### config.mk
export PLATFORM = sky130hd
export DESIGN_NAME = ppf_fifo
export DESIGN_NICKNAME = d
export VERILOG_FILES = /design/src/rtl/ppf_pkg.sv /design/src/rtl/ppf_mem.sv /design/src/rtl/ppf_ptrs.sv /design/src/rtl/ppf_ctrl.sv /design/src/rtl/ppf_fifo.sv
export SDC_FILE = /design/constraint.sdc
export NUM_CORES = 1
export LEC_CHECK = 0
export BUFFER_PORTS_ARGS = -buffer_cell sky130_fd_sc_hd__buf_2
export CORE_MARGIN = 1
export CORE_UTILIZATION = 40
export CTS_BUF_LIST = sky130_fd_sc_hd__clkbuf_4 sky130_fd_sc_hd__clkbuf_8
export CTS_CLUSTER_SIZE = 10
export DETAILED_ROUTE_END_ITERATION = 16
export GPL_TIMING_DRIVEN = 0
export SLEW_MARGIN = 5
export SYNTH_ARGS = -nofsm -noshare
export SYNTH_HDL_FRONTEND = slang
export SYNTH_SLANG_ARGS = --single-unit
### constraint.sdc
create_clock -name clk -period 4 [get_ports clk]
set_input_delay 0.8 -clock clk [delete_from_list [all_inputs] [get_ports clk]]
set_output_delay 0.8 -clock clk [all_outputs]
set_load 0.02 [all_outputs]
### src/rtl/ppf_pkg.sv
package ppf_pkg;

    localparam logic [2:0] MODE_COMPAT = 3'b010;
    localparam logic [2:0] MODE_ECP    = 3'b011;
    localparam logic [2:0] MODE_TEST   = 3'b110;

    typedef enum logic [2:0] {
        ST_IDLE     = 3'd0,
        ST_COMPAT   = 3'd1,
        ST_ECP_OUT  = 3'd2,
        ST_ECP_IN   = 3'd3,
        ST_TEST_OUT = 3'd4,
        ST_TEST_IN  = 3'd5
    } ppf_state_e;

endpackage

### src/rtl/ppf_mem.sv
module ppf_mem #(
    parameter int DATA_W = 8,
    parameter int DEPTH  = 16,
    localparam int AW    = $clog2(DEPTH)
) (
    input  logic              clk,
    input  logic              we,
    input  logic [AW-1:0]     waddr,
    input  logic [DATA_W-1:0] wdata,
    input  logic [AW-1:0]     raddr,
    output logic [DATA_W-1:0] rdata
);

    logic [DATA_W-1:0] store [DEPTH];

    always_ff @(posedge clk) begin
        if (we) begin
            store[waddr] <= wdata;
        end
    end

    assign rdata = store[raddr];

endmodule

### src/rtl/ppf_ptrs.sv
module ppf_ptrs #(
    parameter int DEPTH = 16,
    localparam int AW   = $clog2(DEPTH),
    localparam int CW   = AW + 1
) (
    input  logic          clk,
    input  logic          rst_n,
    input  logic          flush,
    input  logic          push,
    input  logic          pop,
    output logic [AW-1:0] wptr,
    output logic [AW-1:0] rptr,
    output logic [CW-1:0] count,
    output logic          full,
    output logic          empty
);

    localparam logic [CW-1:0] FULL_CNT = CW'(DEPTH);

    always_ff @(posedge clk or negedge rst_n) begin
        if (!rst_n) begin
            wptr  <= '0;
            rptr  <= '0;
            count <= '0;
        end else if (flush) begin
            wptr  <= '0;
            rptr  <= '0;
            count <= '0;
        end else begin
            if (push) begin
                wptr <= wptr + 1'b1;
            end
            if (pop) begin
                rptr <= rptr + 1'b1;
            end
            unique case ({push, pop})
                2'b10:   count <= count + 1'b1;
                2'b01:   count <= count - 1'b1;
                default: count <= count;
            endcase
        end
    end

    assign full  = (count == FULL_CNT);
    assign empty = (count == '0);

    assert_no_overflow_R7: assert property (@(posedge clk) disable iff (!rst_n)
        !(push && full));

    assert_no_underflow_R6: assert property (@(posedge clk) disable iff (!rst_n)
        !(pop && empty));

    assert_count_up_R7: assert property (@(posedge clk) disable iff (!rst_n)
        (push && !pop && !flush) |=> (count == CW'($past(count) + 1'b1)));

    assert_count_hold_R11: assert property (@(posedge clk) disable iff (!rst_n)
        (push && pop && !flush) |=> $stable(count));

    assert_flush_empty_R9: assert property (@(posedge clk) disable iff (!rst_n)
        flush |=> empty);

endmodule

### src/rtl/ppf_ctrl.sv
module ppf_ctrl
    import ppf_pkg::*;
#(
    parameter int DATA_W = 8,
    parameter int DEPTH  = 16,
    parameter int THRESH = 8,
    localparam int AW    = $clog2(DEPTH),
    localparam int CW    = AW + 1
) (
    input  logic              clk,
    input  logic              rst_n,
    input  logic [2:0]        mode,
    input  logic              dir,
    input  logic              host_wr,
    input  logic              host_rd,
    input  logic              per_pop,
    input  logic              per_push,
    input  logic              full,
    input  logic              empty,
    input  logic [CW-1:0]     count,
    input  logic [DATA_W-1:0] head,
    output logic              flush,
    output logic              push,
    output logic              pop,
    output logic              push_sel,
    output logic [DATA_W-1:0] host_rdata,
    output logic              service_intr
);

    localparam logic [CW-1:0] LO_MARK = CW'(DEPTH - THRESH);
    localparam logic [CW-1:0] HI_MARK = CW'(THRESH);

    ppf_state_e state, nxt;
    logic [2:0] mode_q;
    logic       host_pop;

    // Next state follows the mode and direction inputs
    always_comb begin
        unique case (mode)
            MODE_COMPAT: nxt = ST_COMPAT;
            MODE_ECP:    nxt = dir ? ST_ECP_IN : ST_ECP_OUT;
            MODE_TEST:   nxt = dir ? ST_TEST_IN : ST_TEST_OUT;
            default:     nxt = ST_IDLE;
        endcase
    end

    always_ff @(posedge clk or negedge rst_n) begin
        if (!rst_n) begin
            state  <= ST_IDLE;
            mode_q <= 3'b000;
        end else begin
            state  <= nxt;
            mode_q <= mode;
        end
    end

    assign flush = (mode != mode_q);

    // Per-state permissions and threshold flag
    always_comb begin
        push         = 1'b0;
        pop          = 1'b0;
        push_sel     = 1'b0;
        host_pop     = 1'b0;
        service_intr = 1'b0;
        unique case (state)
            ST_IDLE: begin
                service_intr = 1'b0;
            end
            ST_COMPAT, ST_ECP_OUT: begin
                push         = host_wr && !full && !flush;
                pop          = per_pop && !empty && !flush;
                service_intr = (count <= LO_MARK);
            end
            ST_ECP_IN: begin
                push_sel     = 1'b1;
                push         = per_push && !full && !flush;
                pop          = host_rd && !empty && !flush;
                host_pop     = pop;
                service_intr = (count >= HI_MARK);
            end
            ST_TEST_OUT: begin
                push         = host_wr && !full && !flush;
                pop          = host_rd && !empty && !flush;
                host_pop     = pop;
                service_intr = (count <= LO_MARK);
            end
            ST_TEST_IN: begin
                push         = host_wr && !full && !flush;
                pop          = host_rd && !empty && !flush;
                host_pop     = pop;
                service_intr = (count >= HI_MARK);
            end
            default: begin
                service_intr = 1'b0;
            end
        endcase
    end

    // Last byte read by the host; an empty read leaves it in place
    always_ff @(posedge clk or negedge rst_n) begin
        if (!rst_n) begin
            host_rdata <= '0;
        end else if (flush) begin
            host_rdata <= '0;
        end else if (host_pop) begin
            host_rdata <= head;
        end
    end

    assert_empty_reread_R6: assert property (@(posedge clk) disable iff (!rst_n)
        ((state == ST_TEST_OUT || state == ST_TEST_IN) && host_rd && empty && !flush)
        |=> $stable(host_rdata));

    assert_compat_rd_ignored_R1: assert property (@(posedge clk) disable iff (!rst_n)
        (state == ST_COMPAT && !flush) |=> $stable(host_rdata));

    assert_flush_clears_R9: assert property (@(posedge clk) disable iff (!rst_n)
        flush |=> (host_rdata == '0));

    assert_idle_quiet_R10: assert property (@(posedge clk) disable iff (!rst_n)
        (state == ST_IDLE) |-> (!push && !pop));

endmodule

### src/rtl/ppf_fifo.sv
module ppf_fifo #(
    parameter int DATA_W = 8,
    parameter int DEPTH  = 16,
    parameter int THRESH = 8
) (
    input  logic              clk,
    input  logic              rst_n,
    input  logic [2:0]        mode,
    input  logic              dir,
    input  logic              host_wr,
    input  logic [DATA_W-1:0] host_wdata,
    input  logic              host_rd,
    output logic [DATA_W-1:0] host_rdata,
    input  logic              per_pop,
    output logic [DATA_W-1:0] per_rdata,
    input  logic              per_push,
    input  logic [DATA_W-1:0] per_wdata,
    output logic              full,
    output logic              empty,
    output logic              service_intr
);

    localparam int AW = $clog2(DEPTH);
    localparam int CW = AW + 1;

    logic              flush;
    logic              push;
    logic              pop;
    logic              push_sel;
    logic [AW-1:0]     wptr;
    logic [AW-1:0]     rptr;
    logic [CW-1:0]     count;
    logic [DATA_W-1:0] head;
    logic [DATA_W-1:0] fill_data;

    assign fill_data = push_sel ? per_wdata : host_wdata;
    assign per_rdata = head;

    ppf_ctrl #(
        .DATA_W (DATA_W),
        .DEPTH  (DEPTH),
        .THRESH (THRESH)
    ) u_ctrl (
        .clk          (clk),
        .rst_n        (rst_n),
        .mode         (mode),
        .dir          (dir),
        .host_wr      (host_wr),
        .host_rd      (host_rd),
        .per_pop      (per_pop),
        .per_push     (per_push),
        .full         (full),
        .empty        (empty),
        .count        (count),
        .head         (head),
        .flush        (flush),
        .push         (push),
        .pop          (pop),
        .push_sel     (push_sel),
        .host_rdata   (host_rdata),
        .service_intr (service_intr)
    );

    ppf_ptrs #(
        .DEPTH (DEPTH)
    ) u_ptrs (
        .clk   (clk),
        .rst_n (rst_n),
        .flush (flush),
        .push  (push),
        .pop   (pop),
        .wptr  (wptr),
        .rptr  (rptr),
        .count (count),
        .full  (full),
        .empty (empty)
    );

    ppf_mem #(
        .DATA_W (DATA_W),
        .DEPTH  (DEPTH)
    ) u_mem (
        .clk   (clk),
        .we    (push),
        .waddr (wptr),
        .wdata (fill_data),
        .raddr (rptr),
        .rdata (head)
    );

    assert_full_excl_R7: assert property (@(posedge clk) disable iff (!rst_n)
        !(full && empty));

endmodule

==> flow_metrics.tcl <==
set metrics [dict create \
    slew_headroom_pct 8.89 \
    ys_ff_latch 155 \
    post-cts-setup-buffers 0 \
    max-cap-violations 0 \
    antenna_found_initial 0 \
    yosysSeqAreaShare_pct 69.6 \
    cp.arrival_ps 2990 \
    ios 45 \
    nNetsFinal 465 \
    drcViolationCount 0 \
    numClockSinks 155 \
    min_period_ps 3790 \
    power.total_mw 2.84 \
    slew_violations 0 \
    clk_path_buf_depth 2 \
    grt_max_degree 28 \
    multi_input_area_mm2 0.00188 \
    synth_warnings 0 \
    fin_area_mm2 0.00732 \
    die_area_mm2 0.0167 \
    die_w_um 129 \
    finalClockSkew_ps 11.1 \
    area_growth_pct 12.7 \
    syn-num-nets 402 \
    startpoint_type "register" \
    ys.flop_type "edfxtp_1" \
    synth_top_area_cell "edfxtp_1" \
    synth.avg_cell_area_um2 17.7 \
    drive_above_1_share_pct 31.3 \
    timing_hold_violations_final 0 \
    fill_cells 1371 \
    fin_hold_ws_ps 368 \
    worstSkewPairLatency_ps 450 \
    ir_drop_mv 0.200 \
    cts_tree "done" \
    cts-buffers-inserted 17 \
    crit_type "register to primary output" \
    finalSetupTns_ps 0 \
    die_h_um 129 \
    cts_resized 0 \
    drt_iter0_drc 314 \
    seqCellArea_mm2 0.00452 \
    grt_pass1_wl_um 20400 \
    layout_setup_ws_ps 210 \
    syn_inst 367 \
    async_flop_share_pct 17.4 \
    synth_common_cells "edfxtp_1 (128), mux4_2 (40), nand2_1 (32), dfrtp_1 (27), nor2_1 (20)" \
    track_usage_pct 17.5 \
    synth_most_common_cell "edfxtp_1" \
    swShare_pct 22.2 \
    worst-path-max-fanout 10 \
    hpwlAfterDp_um 9050 \
    diodes 0 \
    path_cells "clkbuf_1 > buf_2 > mux4_2 > mux4_2 > buf_2" \
    rows 46 \
    synth.top_cell.area_share_pct 59.2 \
    drt_wl_total_um 13400 \
    internal_power_mw 2.21 \
    p_leak_nw 2.46 \
    gp_congestion 0.769 \
    fin_crit_sh_pct 94.8 \
    critPathMaxStageDelay_ps 600 \
    fin_util_pct 46.1 \
    rsz0062_at_grt "false" \
    critPathCaptureType "primary output" \
    wl_per_cell_um 20.3 \
    timing.critical_path.slowest_stage_cell "mux4_2" \
    cts_hold_buf 0 \
    setup_viol 0 \
    synth.distinct_cells 43 \
    dpl_cell_area_mm2 0.00698 \
    grt-ovfl-total 0 \
    tightestPinTransition_ps 1360 \
    clk_pin_slew_worst_paths_ps 80 \
    core_area_mm2 0.0159 \
    final_cells 657 \
    crit_required_ps 3200 \
    grt_pass1_vias 3433 \
    ant_nets 0 \
    p_seq_share_pct 61.9 \
    htree_levels 4 \
    dpl.cell_count 627 \
    dr_total_vias 3449 \
    drt_first_pass_iters 5 \
    netSwitchingPower_mw 0.632 \
    cts_root_buffer "clkbuf_8" \
    synth_edf_count 128 \
    initial_core_util_pct 40.9 \
    dp_slack_ps 150 \
    yosys-top-cells-area "edfxtp_1 (59%), mux4_2 (14%), dfrtp_1 (10%)" \
    status "finished clean" \
    hold_class "primary input to async pin" \
    clock_power_share_pct 34.6 \
    max_freq_mhz 264 \
    syn_area_mm2 0.00649 \
    port_buffers 44 \
    viasPerCell 5.25 \
    p_per_area_mw_per_mm2 388 \
    combPwrFrac_pct 3.5 \
]
## sequential cells by signal (all words and copies together), names as in the netlist
| name | count |
|---|---|
| u_ctrl.state | 3 |
| u_ctrl.mode_q | 3 |
| u_mem.store | 128 |
| u_ctrl.host_rdata | 8 |
| u_ptrs.count | 5 |
| u_ptrs.wptr | 4 |
| u_ptrs.rptr | 4 |
## cell type report
cell class,instances,share of cell area [%]
Buffer,18,1.15
Clock inverter,12,1.08
Inverter,7,0.359
Clock buffer,18,3.30
Sequential cell,155,61.7
Timing Repair Buffer,44,3.01
Multi-Input combinational cell,187,25.7
Tap cell,216,3.69
## layout by cell type, fill, tap and decap left out, drive strengths merged, types with 9 or more instances in the layout
| cell | n |
|---|---|
| buf | 52 |
| clkbuf | 28 |
| dfrtp | 27 |
| edfxtp | 128 |
| mux4 | 40 |
| nand2 | 32 |
| nor2 | 20 |
| nor3 | 9 |
| o21ai | 14 |
## worst paths after layout
kind,startpoint,endpoint,slack (ps),depth (start not counted)
worst min-delay path,rst_n,u_ctrl.state[0],370,1
worst min register to register,u_ctrl.host_rdata[0],u_ctrl.host_rdata[0],530,2
min in group clk,u_ctrl.host_rdata[0],u_ctrl.host_rdata[0],530,2
max in group asynchronous,rst_n,u_ctrl.host_rdata[0],3220,1
worst max-delay path,u_ptrs.rptr[0],per_rdata[6],210,5
worst max register to register,u_ctrl.state[2],u_mem.store[1][0],500,6
## routing by layer
layer,share of wire (%),global-route usage (%),vias to the layer above
met5,0,0,-
met2,50,28.7,103
met3,5.8,3.72,8
li1,-,-,1560
met4,0.82,5.34,0
met1,44,23.6,1778
## worst max-delay path: cells and delay by family, from the launching register on
family                 cells  cell delay, ps
flip-flops                 1             360
multiplexers               2            1140
buffers and inverters      3            1030
## power groups by stage
stage | logic, mW | registers [mW] | clock network [mW]
3_5_place_dp | 0.101 | 1.80 | 0
3_3_place_gp | 0.0961 | 1.79 | 0
2_1_floorplan | 0.0539 | 1.79 | 0
6_report | 0.0989 | 1.76 | 0.983
4_1_cts | 0.101 | 1.76 | 1.00
5_1_grt | 0.109 | 1.76 | 1.07
## cell families (layout without fill, tap and decap cells)
family	Yosys count	count (layout)	share of synthesized area [%]
simple gates	82	82	5.86
flops	155	155	69.6
buf+inv	25	99	1.70
xor+xnor	12	12	1.62
mux	50	50	15.6
fa+ha+maj	10	10	2.00
compound gates	33	33	3.66
Note: power is estimated with default switching activity, not from simulation.
